$ cat src/rtl/nipr_pkg.sv
package nipr_pkg;

    typedef enum logic [1:0] {
        EOI_NONE   = 2'd0,
        EOI_LOWEST = 2'd1,
        EOI_NAMED  = 2'd2
    } eoi_kind_e;

    typedef enum logic {
        SEL_NESTED  = 1'b0,
        SEL_SPECIAL = 1'b1
    } sel_mode_e;

    // non-specific retirement outranks the specific one
    function automatic eoi_kind_e decode_eoi(input logic lowest, input logic named);
        if (lowest)     return EOI_LOWEST;
        else if (named) return EOI_NAMED;
        else            return EOI_NONE;
    endfunction

endpackage

$ cat src/rtl/nipr_pend_reg.sv
module nipr_pend_reg #(
    parameter int unsigned N = 8
) (
    input  logic         clk,
    input  logic         rst,
    input  logic [N-1:0] set_i,
    input  logic [N-1:0] unset_i,
    input  logic [N-1:0] mask_i,
    input  logic [N-1:0] take_i,
    output logic [N-1:0] pend_o
);
    logic [N-1:0] pend_q;
    logic [N-1:0] drop;
    logic [N-1:0] keep_unmasked;

    // withdrawal only acts on masked levels; selection clears its winner
    assign drop = (unset_i & mask_i) | take_i;

    always_ff @(posedge clk) begin
        if (rst) pend_q <= '0;
        else     pend_q <= (pend_q & ~drop) | set_i;
    end

    assign pend_o        = pend_q;
    assign keep_unmasked = pend_q & unset_i & ~mask_i & ~take_i;

    a_r2_set_wins: assert property (@(posedge clk) disable iff (rst)
        (|set_i) |=> ((pend_o & $past(set_i)) == $past(set_i)));

    a_r3_unmasked_untrigger_ignored: assert property (@(posedge clk) disable iff (rst)
        (|keep_unmasked) |=> ((pend_o & $past(keep_unmasked)) == $past(keep_unmasked)));

endmodule

$ cat src/rtl/nipr_svc_reg.sv
module nipr_svc_reg
    import nipr_pkg::*;
#(
    parameter int unsigned N  = 8,
    localparam int unsigned LW = (N > 1) ? $clog2(N) : 1
) (
    input  logic          clk,
    input  logic          rst,
    input  eoi_kind_e     eoi_kind,
    input  logic [LW-1:0] eoi_lvl,
    input  logic          ack_fire,
    input  logic [LW-1:0] ack_lvl,
    output logic [N-1:0]  svc_o
);
    logic [N-1:0] svc_q;
    logic [N-1:0] lowest_bit;
    logic [N-1:0] named_bit;
    logic [N-1:0] ack_bit;
    logic [N-1:0] retire;

    assign lowest_bit = svc_q & (~svc_q + N'(1));

    for (genvar i = 0; i < N; i++) begin : g_dec
        assign named_bit[i] = (eoi_lvl == LW'(i));
        assign ack_bit[i]   = ack_fire && (ack_lvl == LW'(i));
    end

    always_comb begin
        unique case (eoi_kind)
            EOI_LOWEST: retire = lowest_bit;
            EOI_NAMED:  retire = named_bit;
            default:    retire = '0;
        endcase
    end

    // retirement first, then the acknowledged level enters service
    always_ff @(posedge clk) begin
        if (rst) svc_q <= '0;
        else     svc_q <= (svc_q & ~retire) | ack_bit;
    end

    assign svc_o = svc_q;

    a_r9_lowest_drops_one: assert property (@(posedge clk) disable iff (rst)
        (eoi_kind == EOI_LOWEST && !ack_fire && svc_o != '0)
        |=> ($countones(svc_o) == $countones($past(svc_o)) - 1));

    a_r9_named_clears: assert property (@(posedge clk) disable iff (rst)
        (eoi_kind == EOI_NAMED && !ack_fire) |=> !svc_o[$past(eoi_lvl)]);

endmodule

$ cat src/rtl/nipr_select.sv
module nipr_select
    import nipr_pkg::*;
#(
    parameter int unsigned N  = 8,
    localparam int unsigned LW = (N > 1) ? $clog2(N) : 1
) (
    input  logic [N-1:0]  pend_i,
    input  logic [N-1:0]  svc_i,
    input  logic [N-1:0]  mask_i,
    input  sel_mode_e     mode_i,
    output logic [N-1:0]  grant_o,
    output logic          any_o,
    output logic [LW-1:0] idx_o
);
    logic [N-1:0] shadow;   // level covered by itself or a more urgent in-service level
    logic [N-1:0] allowed;
    logic [N-1:0] elig;

    assign shadow[0] = svc_i[0];
    for (genvar i = 1; i < N; i++) begin : g_shadow
        assign shadow[i] = shadow[i-1] | svc_i[i];
    end

    assign allowed = (mode_i == SEL_SPECIAL) ? ~svc_i : ~shadow;
    assign elig    = pend_i & ~mask_i & allowed;
    assign grant_o = elig & (~elig + N'(1));
    assign any_o   = |elig;

    always_comb begin
        idx_o = '0;
        for (int i = 0; i < N; i++) begin
            if (grant_o[i]) idx_o = LW'(i);
        end
    end

endmodule

$ cat src/rtl/nest_prio_resolver.sv
module nest_prio_resolver
    import nipr_pkg::*;
#(
    parameter int unsigned N  = 8,
    localparam int unsigned LW = (N > 1) ? $clog2(N) : 1
) (
    input  logic          clk,
    input  logic          rst,
    input  logic [N-1:0]  req_set,
    input  logic [N-1:0]  req_clr,
    input  logic [N-1:0]  mask_in,
    input  logic          special_mask,
    input  logic          eoi_lowest,
    input  logic          eoi_named,
    input  logic [LW-1:0] eoi_level,
    input  logic          ack,
    output logic          int_out,
    output logic [LW-1:0] sel_level,
    output logic [N-1:0]  irr_out,
    output logic [N-1:0]  isr_out
);
    logic          int_q;
    logic [LW-1:0] lvl_q;
    logic [N-1:0]  grant;
    logic          any_grant;
    logic [LW-1:0] grant_idx;
    logic          fire;
    logic          ack_fire;
    logic [N-1:0]  take;
    eoi_kind_e     eoi_kind;
    sel_mode_e     mode;

    assign mode     = sel_mode_e'(special_mask);
    assign eoi_kind = decode_eoi(eoi_lowest, eoi_named);
    assign fire     = !int_q && any_grant;
    assign ack_fire = ack && int_q;
    assign take     = fire ? grant : '0;

    nipr_pend_reg #(.N(N)) u_pend (
        .clk     (clk),
        .rst     (rst),
        .set_i   (req_set),
        .unset_i (req_clr),
        .mask_i  (mask_in),
        .take_i  (take),
        .pend_o  (irr_out)
    );

    nipr_svc_reg #(.N(N)) u_svc (
        .clk      (clk),
        .rst      (rst),
        .eoi_kind (eoi_kind),
        .eoi_lvl  (eoi_level),
        .ack_fire (ack_fire),
        .ack_lvl  (lvl_q),
        .svc_o    (isr_out)
    );

    nipr_select #(.N(N)) u_sel (
        .pend_i  (irr_out),
        .svc_i   (isr_out),
        .mask_i  (mask_in),
        .mode_i  (mode),
        .grant_o (grant),
        .any_o   (any_grant),
        .idx_o   (grant_idx)
    );

    always_ff @(posedge clk) begin
        if (rst) begin
            int_q <= 1'b0;
            lvl_q <= '0;
        end else if (fire) begin
            int_q <= 1'b1;
            lvl_q <= grant_idx;
        end else if (ack_fire) begin
            int_q <= 1'b0;
        end
    end

    assign int_out   = int_q;
    assign sel_level = lvl_q;

    a_r4_hold_until_ack: assert property (@(posedge clk) disable iff (rst)
        (int_out && !ack) |=> (int_out && $stable(sel_level)));

    a_r8_ack_enters_service: assert property (@(posedge clk) disable iff (rst)
        (int_out && ack) |=> (!int_out && isr_out[$past(sel_level)]));

    a_r5_top_level_blocks: assert property (@(posedge clk) disable iff (rst)
        (!int_out && !special_mask && isr_out[0]) |=> !int_out);

    a_r6_winner_not_in_service: assert property (@(posedge clk) disable iff (rst)
        $rose(int_out) |-> !isr_out[sel_level]);

    a_r4_masked_never_wins: assert property (@(posedge clk) disable iff (rst)
        (!int_out && (irr_out & ~mask_in) == '0) |=> !int_out);

endmodule

$ cat config.mk
export PLATFORM = sky130hd
export DESIGN_NAME = nest_prio_resolver
export DESIGN_NICKNAME = d
export VERILOG_FILES = /design/src/rtl/nipr_pkg.sv /design/src/rtl/nipr_pend_reg.sv /design/src/rtl/nipr_svc_reg.sv /design/src/rtl/nipr_select.sv /design/src/rtl/nest_prio_resolver.sv
export SDC_FILE = /design/constraint.sdc
export NUM_CORES = 1
export LEC_CHECK = 0
export ABC_AREA = 0
export BUFFER_PORTS_ARGS = -buffer_cell sky130_fd_sc_hd__buf_2
export CORE_AREA = 4 4 54 56
export CTS_BUF_LIST = sky130_fd_sc_hd__clkbuf_16
export DETAILED_ROUTE_END_ITERATION = 8
export DIE_AREA = 0 0 58 60
export PLACE_DENSITY = 0.81
export SYNTH_ARGS = -nofsm -noshare
export SYNTH_HDL_FRONTEND = slang
export SYNTH_SLANG_ARGS = --single-unit
$ cat constraint.sdc
create_clock -name clk -period 2.7 [get_ports clk]
set_input_delay 0.27 -clock clk [delete_from_list [all_inputs] [get_ports clk]]
set_output_delay 0.27 -clock clk [all_outputs]
set_load 0.05 [all_outputs]
After elaboration in Yosys (flattened, before gate mapping)

Cells that the tools add are included.

Register bits after elaboration: 20
Bits of input ports: 33
Output and inout bits: 20
Word-level logic and storage cells: 74

Add/subtract/negate cells: 2
Equality and inequality tests: 16
Multiplexer cells: 14
Bitwise gates (word level): 23
Reductions and logical operators: 15

Operator list:

| cell                                           | number |
|---|---|
| AND 8 bit                                      | 7 |
| inverter 8 bit                                 | 6 |
| == test 3 bit (second input constant)          | 8 |
| OR 8 bit                                       | 3 |
| two-way mux 3 bit                              | 6 |
| adder 8 x 1 -> 8 bit (second input constant)   | 2 |
| two-way mux 8 bit                              | 2 |
| one-hot mux 8 bit (2 select lines)             | 1 |
| == test 3 x 2 -> 1 bit (second input constant) | 4 |
| logical AND 1 bit                              | 10 |
| OR reduction 8 bit                             | 1 |
| OR 1 bit                                       | 7 |
| == test 3 x 1 -> 1 bit (second input constant) | 2 |
| logical NOT 3 bit                              | 2 |
| two-way mux 2 bit                              | 2 |
| two-way mux 1 bit                              | 3 |
| == test 2 x 1 -> 1 bit (second input constant) | 1 |
| == test 2 bit (second input constant)          | 1 |
| nonzero test 2 bit                             | 1 |
| logical NOT 1 bit                              | 1 |

Logic depth before layout (Yosys ltp)

Gate-level depths: netlist of run 1.

Depth in word-level cells: 20
Mapped depth: 6
Depth with buffers taken out: 5

Modules after synthesis

A second synthesis of run 1 with hierarchy kept.

Cell total of the unflattened synthesis: 189
Area total of the unflattened synthesis: 1428.9 um^2

By module, submodules not included:

| module             | times used | cells an instance | area each (um^2) | sequential area each (um^2) |
|---|---|---|---|---|
| nipr_svc_reg       | 1          | 65                | 544.3            | 160.2 |
| nipr_select        | 1          | 56                | 324.1            | 0.0 |
| nipr_pend_reg      | 1          | 41                | 311.5            | 160.2 |
| nest_prio_resolver | 1          | 27                | 249.0            | 80.1 |

Least setup slack after synthesis of run 1

No wires, ideal clock.

Path type: register to register
From: register u_svc.svc_q[0] (netlist: u_svc.svc_o[0])
To: register u_pend.pend_q[4] (netlist: u_pend.pend_o[4])
Library setup time: 0.132 ns
Arrival time: 1.923 ns
Required time: 2.568 ns
Path slack: 0.645 ns
Cell stages (with the launch flop): 6
Path buffers: 0
Clock period less this slack: 2.055 ns
Cells stage by stage: dfxtp_1 or3b_2 a21bo_4 or4_4 o211ai_2 a21oi_1

Word-level cells in the longest chain between the ends: 17
Elaborated cells between the ends (all ways): 21
Those cells by class: add/sub: 1; mux: 2; bitwise: 16; reduce/logical: 2

RTL lines:

| element                                                                      | RTL line                 | RTL |
|---|---|---|
| start: declaration                                                           | nipr_svc_reg.sv:15       | `logic [N-1:0] svc_q;` |
| start signal: assignment                                                     | nipr_svc_reg.sv:39       | `else svc_q <= (svc_q & ~retire) \| ack_bit;` |
| OR 1 bit (7 in a row)                                                        | nipr_select.sv:21        | `assign shadow[i] = shadow[i-1] \| svc_i[i];` |
| inverter 8 bit                                                               | nipr_select.sv:24        | `assign allowed = (mode_i == SEL_SPECIAL) ? ~svc_i : ~shadow;` |
| two-way mux 8 bit *                                                          | nipr_select.sv:24        |  |
| AND 8 bit *                                                                  | nipr_select.sv:25        | `assign elig = pend_i & ~mask_i & allowed;` |
| parallel branches: the longest is 2 deep, another holds adder 8 x 1 -> 8 bit | n/a                      |  |
| two-way mux 8 bit *                                                          | nest_prio_resolver.sv:37 | `assign take = fire ? grant : '0;` |
| OR 8 bit *                                                                   | nipr_pend_reg.sv:17      | `assign drop = (unset_i & mask_i) \| take_i;` |
| inverter 8 bit *                                                             | nipr_pend_reg.sv:21      | `else pend_q <= (pend_q & ~drop) \| set_i;` |
| AND 8 bit *                                                                  | nipr_pend_reg.sv:21      |  |
| OR 8 bit *                                                                   | nipr_pend_reg.sv:21      |  |
| end signal: assignment                                                       | nipr_pend_reg.sv:21      |  |
| end: declaration                                                             | nipr_pend_reg.sv:12      | `logic [N-1:0] pend_q;` |

Every way passes the cells marked *.
A chain may end at the register's enable or synchronous reset.

Worst setup path after layout of run 1

From: register u_svc.svc_q[0] (netlist: u_svc.svc_o[0])
To: register lvl_q[1] (netlist: sel_level[1])

Word-level cells in the longest chain between the ends: 14
Elaborated cells between the ends (all ways): 22
Those cells by class: add/sub: 1; mux: 7; bitwise: 12; reduce/logical: 2

RTL lines:

| element                                               | RTL line                             | RTL |
|---|---|---|
| OR 1 bit (2 in a row)                                 | nipr_select.sv:21                    |  |
| OR 1 bit / inverter 8 bit (equally long branches)     | nipr_select.sv:21, nipr_select.sv:24 |  |
| OR 1 bit (tied with other cells) (3 in a row)         | nipr_select.sv:21                    |  |
| inverter 8 bit (tied with other cells)                | nipr_select.sv:24                    |  |
| two-way mux 8 bit *                                   | nipr_select.sv:24                    |  |
| AND 8 bit *                                           | nipr_select.sv:25                    |  |
| inverter 8 bit (tied with other cells)                | nipr_select.sv:26                    | `assign grant_o = elig & (~elig + N'(1));` |
| adder 8 x 1 -> 8 bit (tied with other cells)          | nipr_select.sv:26                    |  |
| AND 8 bit (tied with other cells)                     | nipr_select.sv:26                    |  |
| two-way mux 3 bit / AND 8 bit (equally long branches) | nipr_select.sv:32, nipr_select.sv:26 |  |
| two-way mux 3 bit                                     | nipr_select.sv:32                    | `if (grant_o[i]) idx_o = LW'(i);` |
| end signal: assignment                                | nest_prio_resolver.sv:75             | `lvl_q <= grant_idx;` |
| end: declaration                                      | nest_prio_resolver.sv:23             | `logic [LW-1:0] lvl_q;` |

Mark *: on every way between the ends. The rest lies on a longest branch, timed or not.

==> results of run 1 <==
-- layer usage --
metal / routed length [um] / up-vias / GRT usage, %
met5: 0 / - / 0
met4: 72 / 0 / 11.92
met3: 373 / 7 / 4.320
met2: 1632 / 84 / 35.81
met1: 1471 / 618 / 27.32
li1: - / 670 / -
-- power by group through the flow --
| stage | registers (mW) | logic, mW | clock network, mW |
|---|---|---|---|
| 6_report | 0.342 | 0.255 | 0.411 |
| 4_1_cts | 0.342 | 0.254 | 0.416 |
| 3_3_place_gp | 0.347 | 0.245 | 0 |
| 3_5_place_dp | 0.348 | 0.250 | 0 |
| 5_1_grt | 0.346 | 0.276 | 0.426 |
| 2_1_floorplan | 0.411 | 0.113 | 0 |
-- critical path: cells and delay by family (launching register included) --
kind | cells | cell delay (ps)
AND/OR/NAND/NOR | 2 | 920
AO/OA/AOI/OAI | 3 | 530
flip-flops | 1 | 370
-- Yosys cell counts (all sizes together) --
| cell type | instances |
|---|---|
| nor2 | 22 |
| dfxtp | 20 |
| a21oi | 14 |
| nand2 | 14 |
| inv | 8 |
| a211oi | 7 |
| nor3b | 7 |
| nand2b | 6 |
| a31oi | 5 |
| clkbuf | 5 |
| a32oi | 4 |
| o21ai | 4 |
| and3 | 3 |
| nand3b | 3 |
| a221oi | 2 |
| nand3 | 2 |
| nor3 | 2 |
| nor4 | 2 |
| o221ai | 2 |
| o22ai | 2 |
| o311ai | 2 |
| or3 | 2 |
| or4 | 2 |
| a21bo | 1 |
| nand4 | 1 |
| nor2b | 1 |
| nor4b | 1 |
| nor4bb | 1 |
| o2111a | 1 |
| o2111ai | 1 |
| o211ai | 1 |
| o21a | 1 |
| o41ai | 1 |
| or3b | 1 |
-- flip-flops by register name (all words and copies together), names as in the netlist --
name	flops
int_out	1
sel_level	3
u_pend.pend_o	8
u_svc.svc_o	8
-- worst paths after layout --
kind	endpoint	cells past startpoint
setup / recovery	sel_level[1]	5
hold / removal	u_pend.pend_o[2]	3
setup reg to reg	sel_level[1]	5
hold reg to reg	u_pend.pend_o[1]	2
-- layout make-up --
class                           instances  area [sq um]
Sequential cell                        20         400.4
Timing Repair Buffer                   52         260.3
Clock buffer                            3         75.07
Clock inverter                          1         30.03
Multi-Input combinational cell        118         728.2
Tap cell                               30         37.54
Fill cell                             228         870.8
Inverter                                8         30.03
-- cells in the final DEF, fill, tap and decap left out, drive strengths merged, types with 2 or more instances in the layout --
cell / count
nand2b: 6
nor3: 2
a211oi: 7
nand2: 14
a21oi: 14
o22ai: 2
o21ai: 4
a32oi: 4
o221ai: 2
a221oi: 2
nand3b: 3
nand3: 2
inv: 8
nor3b: 7
a31oi: 5
clkbuf: 3
o311ai: 2
dfxtp: 20
or4: 2
or3: 2
nor2: 22
nor4: 2
and3: 3
buf: 52
-- cell families after synthesis --
| group | after synthesis | share of synthesized area (%) |
|---|---|---|
| buf+inv | 13 | 4.145 |
| flops | 20 | 34.01 |
| simple gates | 70 | 31.88 |
| compound gates | 48 | 29.97 |
==> metrics.txt, run 1 <==
Fmax slightly above 500 MHz; Synthesized Nets 184; final period utilization 72.35%; number of port buffers between 50 and 60; LEAKAGE ~0.68 nW; clk slew on worst S/H paths 60 ps; Max-Cap Viols 0; pre-CTS WS 801.3 ps; clock skew roughly 3.1 ps; via/cell ratio a little under 6; switching pwr ~0.31 mW; wire length per cell 15.30 um; CP max FO 9; DRC viols 0; Placed Instance Area 1456 sq um; Net Sw Frac between 30% and 40%; clock sink total 20; launching point of the worst reg2reg path u_svc.svc_o[0]; Total Nets Final approximately 240; Max Slew Vio Count 0; status finished, final reports clean; Antenna Cells 0; sequential-to-total area share from yosys stat between 30 and 40%; vias 1379; Hold Startpoint req_set[2]; Comb power frac between 20% and 30%; Worst R2R Setup Slack approximately 750 ps; die area roughly 3500 sq um; placed cells roughly 230; Root Driver clkbuf_16; Die Ht around 60 um; Sequential Power Share between 30 and 40%; pin count of the biggest net entering global routing 21; worst skew pair latency around 260 ps; antenna violations before repair 0; Core Rows 18; First-pass DRT Iterations 4; #FFs+latches synth 20; CP required 2820 ps; Total GRT Usage 22.01%; peak supply drop about 0.00043 V; post-CTS sizing 0; mean post-synth cell area between 7 and 8 sq um; Initial DRC Count 73; cts bufs inserted 3; cells after synthesis 151; crit path kind flip-flop to flip-flop; Yosys cell types 38; ANT nets after route 0; final WL approximately 3500 um; CP Capture Type flip-flop; P&R area growth vs syn 32.63%; Core ar. between 2000 and 2500 sq um; fin cells 232; GPL Wtd Cong roughly 0.9; WHS about 220 ps; first-pass GRT wire length between 5000 and 6000 um; Pint approximately 0.69 mW; CP max-delay cell nor3_2; unrepaired setup endpoints after global routing false; dpl hpwl 2626 um; CTS HTree Levels 1; crit path DAT 2070 ps; Worst Max-Slew Pin Slew around 620 ps; Critical Path Most Common Cell a211oi_1; Ys Warns 0; Yosys top cell area share 34.01%; Yosys top cell by area dfxtp_1; max_slew headroom approximately 58%; Post-CTS Setup Bufs 0; CTS Buffer Depth 2; Critical Path Max Stage Delay 520 ps; vias in the first global route 1330; Pwr per Cell Area approximately 650 nW/um^2; initial core utilization about 48%; CTS tree yes; worst hold path type primary input to flip-flop; share of cells above drive strength 1 a little under a third; setup violators final 0; Overall Power between 1 and 1.5 mW; worst path cell trace nor3_2, a21oi_1, or3_1, a211oi_1, a211oi_1; setup ws final approximately 750 ps; Worst Setup SP u_svc.svc_o[0]; grt total ovfl 0; Final min period 1953 ps; # hold bufs at CTS 0; clock share of power 40.7%; Setup TNS 0 ps; Hold Fails Final Rpt 0; Post-Syn Area between 1000 and 1500 sq um; Die W around 58 um; cell area after layout 1562 sq um; Layout Utilization 64.20%; I/O pin total 53; synth top area cells dfxtp_1 34%, nor2_1 7.0%, a21oi_1 6.0%, a211oi_1 4.5%, nand2_1 4.5%; critical path launch point type flip-flop
No activity file was read; power rests on OpenSTA's default activity.
==> inputs of run 2 (changes only) <==
--- a/config.mk
+++ b/config.mk
@@ -7,11 +7,11 @@
 export LEC_CHECK = 0
 export ABC_AREA = 0
 export BUFFER_PORTS_ARGS = -buffer_cell sky130_fd_sc_hd__buf_2
-export CORE_AREA = 4 4 54 56
+export CORE_AREA = 4 4 56 58
 export CTS_BUF_LIST = sky130_fd_sc_hd__clkbuf_16
 export DETAILED_ROUTE_END_ITERATION = 8
-export DIE_AREA = 0 0 58 60
-export PLACE_DENSITY = 0.81
+export DIE_AREA = 0 0 60 62
+export PLACE_DENSITY = 0.76
 export SYNTH_ARGS = -nofsm -noshare
 export SYNTH_HDL_FRONTEND = slang
 export SYNTH_SLANG_ARGS = --single-unit
==> constraint.sdc (replaced) <==
create_clock -name clk -period 1.8 [get_ports clk]
set_input_delay 0.18 -clock clk [delete_from_list [all_inputs] [get_ports clk]]
set_output_delay 0.18 -clock clk [all_outputs]
set_load 0.05 [all_outputs]
==> run 2 against run 1 <==
Against the previous run: via count down 0.15%; sequential power up 51%; sequential share of layout area up 0.053 points; global-route usage down 2.0 points; clock power up 12%; critical path depth unchanged; clock skew up 0.63 ps; wire length down 1.1%; die area up 6.9%; clock-buffer cell count unchanged; final cell count up 1.3%; largest cell class unchanged.
==> metrics.txt, run 2 (synthesis results as in run 1) <==
# hold bufs at CTS 0; dpl hpwl roughly 2800 um; Hold Fails Final Rpt 0; Max Slew Vio Count 0; Placed Instance Area between 1000 and 1500 sq um; CTS Buffer Depth 2; Die W 60 um; Total Nets Final approximately 240; ANT nets after route 0; Root Driver clkbuf_16; vias in the first global route about 1300; grt total ovfl 0; peak supply drop approximately 0.00066 V; Setup TNS 0 ps; GPL Wtd Cong between 0.8 and 0.9; worst hold path type primary input to flip-flop; CP max FO 8; Initial DRC Count just over 90; crit path kind flip-flop to flip-flop; DRC viols 0; Layout Utilization 59.26%; max_slew headroom just under 70%; clk slew on worst S/H paths 60 ps; share of cells above drive strength 1 approximately a third; cts bufs inserted 3; via/cell ratio ~5.9; CTS tree yes; Final min period around 1700 ps; CP Capture Type flip-flop; vias 1377; clock sink total 20; setup ws final between 70 and 80 ps; commonest non-fill, non-tap cell in the layout buf_2; worst path cell trace or3b_2, a21bo_4, or4_4, o211ai_2, a21oi_1; unrepaired setup endpoints after global routing false; final period utilization between 90% and 100%; Max-Cap Viols 0; pin count of the biggest net entering global routing 21; P&R area growth vs syn 34.01%; Core Rows 19; cell family with most CP delay simple AND/OR/NAND/NOR gates; first-pass GRT wire length ~5800 um; pre-CTS WS slightly below 90 ps; most frequent cells in the layout 52 x buf_2, 22 x nor2_1, 16 x dfxtp_1; # fillers 249; Total GRT Usage between 20% and 30%; Core ar. between 2000 and 3000 sq um; critical path launch point type flip-flop; CP max-delay cell or4_4; number of port buffers 52; LEAKAGE around 0.7 nW; clock skew 3.745 ps; post-CTS sizing 0; crit path DAT between 1500 and 2000 ps; initial core utilization 44.22%; die area approximately 3700 sq um; First-pass DRT Iterations 4; Worst Max-Slew Pin Slew between 400 and 500 ps; CP required 1920 ps; WHS 134.9 ps; Reg area slightly above 400 sq um; Critical Path Max Stage Delay 540 ps; Post-CTS Setup Bufs 0; Die Ht slightly above 60 um; I/O pin total between 50 and 60; antenna violations before repair 0; Fmax 579.0 MHz; final WL between 3000 and 4000 um; Antenna Cells 0; CP Buf/Inv Count 0; cell area after layout around 1600 sq um; worst skew pair latency about 250 ps; Pwr per Cell Area about 870 nW/um^2; Multi-input gate area between 700 and 800 sq um; status finished, final reports clean; CTS HTree Levels 1; wire length per cell 14.94 um; setup violators final 0
run 2: final timing paths:
kind,from,to,slack (ps),cells past startpoint
max,u_svc.svc_o[0],u_pend.pend_o[4],70,5
min,ack,int_out,130,2
max reg2reg,u_svc.svc_o[0],u_pend.pend_o[4],70,5
min reg2reg,u_svc.svc_o[7],u_svc.svc_o[7],490,2
run 2: metal layers:
| layer | track usage (%) | up-vias | wire length [um] |
|---|---|---|---|
| li1 | - | 679 | - |
| met1 | 26.28 | 626 | 1491 |
| met4 | 6.013 | 0 | 53 |
| met3 | 2.686 | 8 | 336 |
| met5 | 0 | - | 0 |
| met2 | 34.26 | 64 | 1628 |
run 2: report_power, final:
group | leakage [nW] | total (mW) | internal, mW | switching (mW)
clock | 0.0385 | 0.460 | 0.296 | 0.164
sequential | 0.166 | 0.518 | 0.475 | 0.0428
combinational | 0.479 | 0.398 | 0.138 | 0.260
run 2: worst register-to-register path: stages, from the launching register on:
cell	delay, ps
dfxtp_2	400
or3b_2	190
a21bo_4	260
or4_4	540
o211ai_2	140
a21oi_1	70
run 2: stage by stage:
stage	instances	total power [mW]
2_1_floorplan	151	0.7872
3_3_place_gp	231	0.9011
3_5_place_dp	231	0.9125
4_1_cts	235	1.367
5_1_grt	235	1.427
6_report	235	1.375
run 2: area by class of cell:
class                   instances  share of cell area (%)
repair buffers                 54                   17.45
inverters                       8                   1.903
clock buffers                   3                   4.758
multi-input cells             118                   47.50
clock inverters                 1                  0.2379
well taps                      31                   2.458
flip-flops and latches         20                   25.69
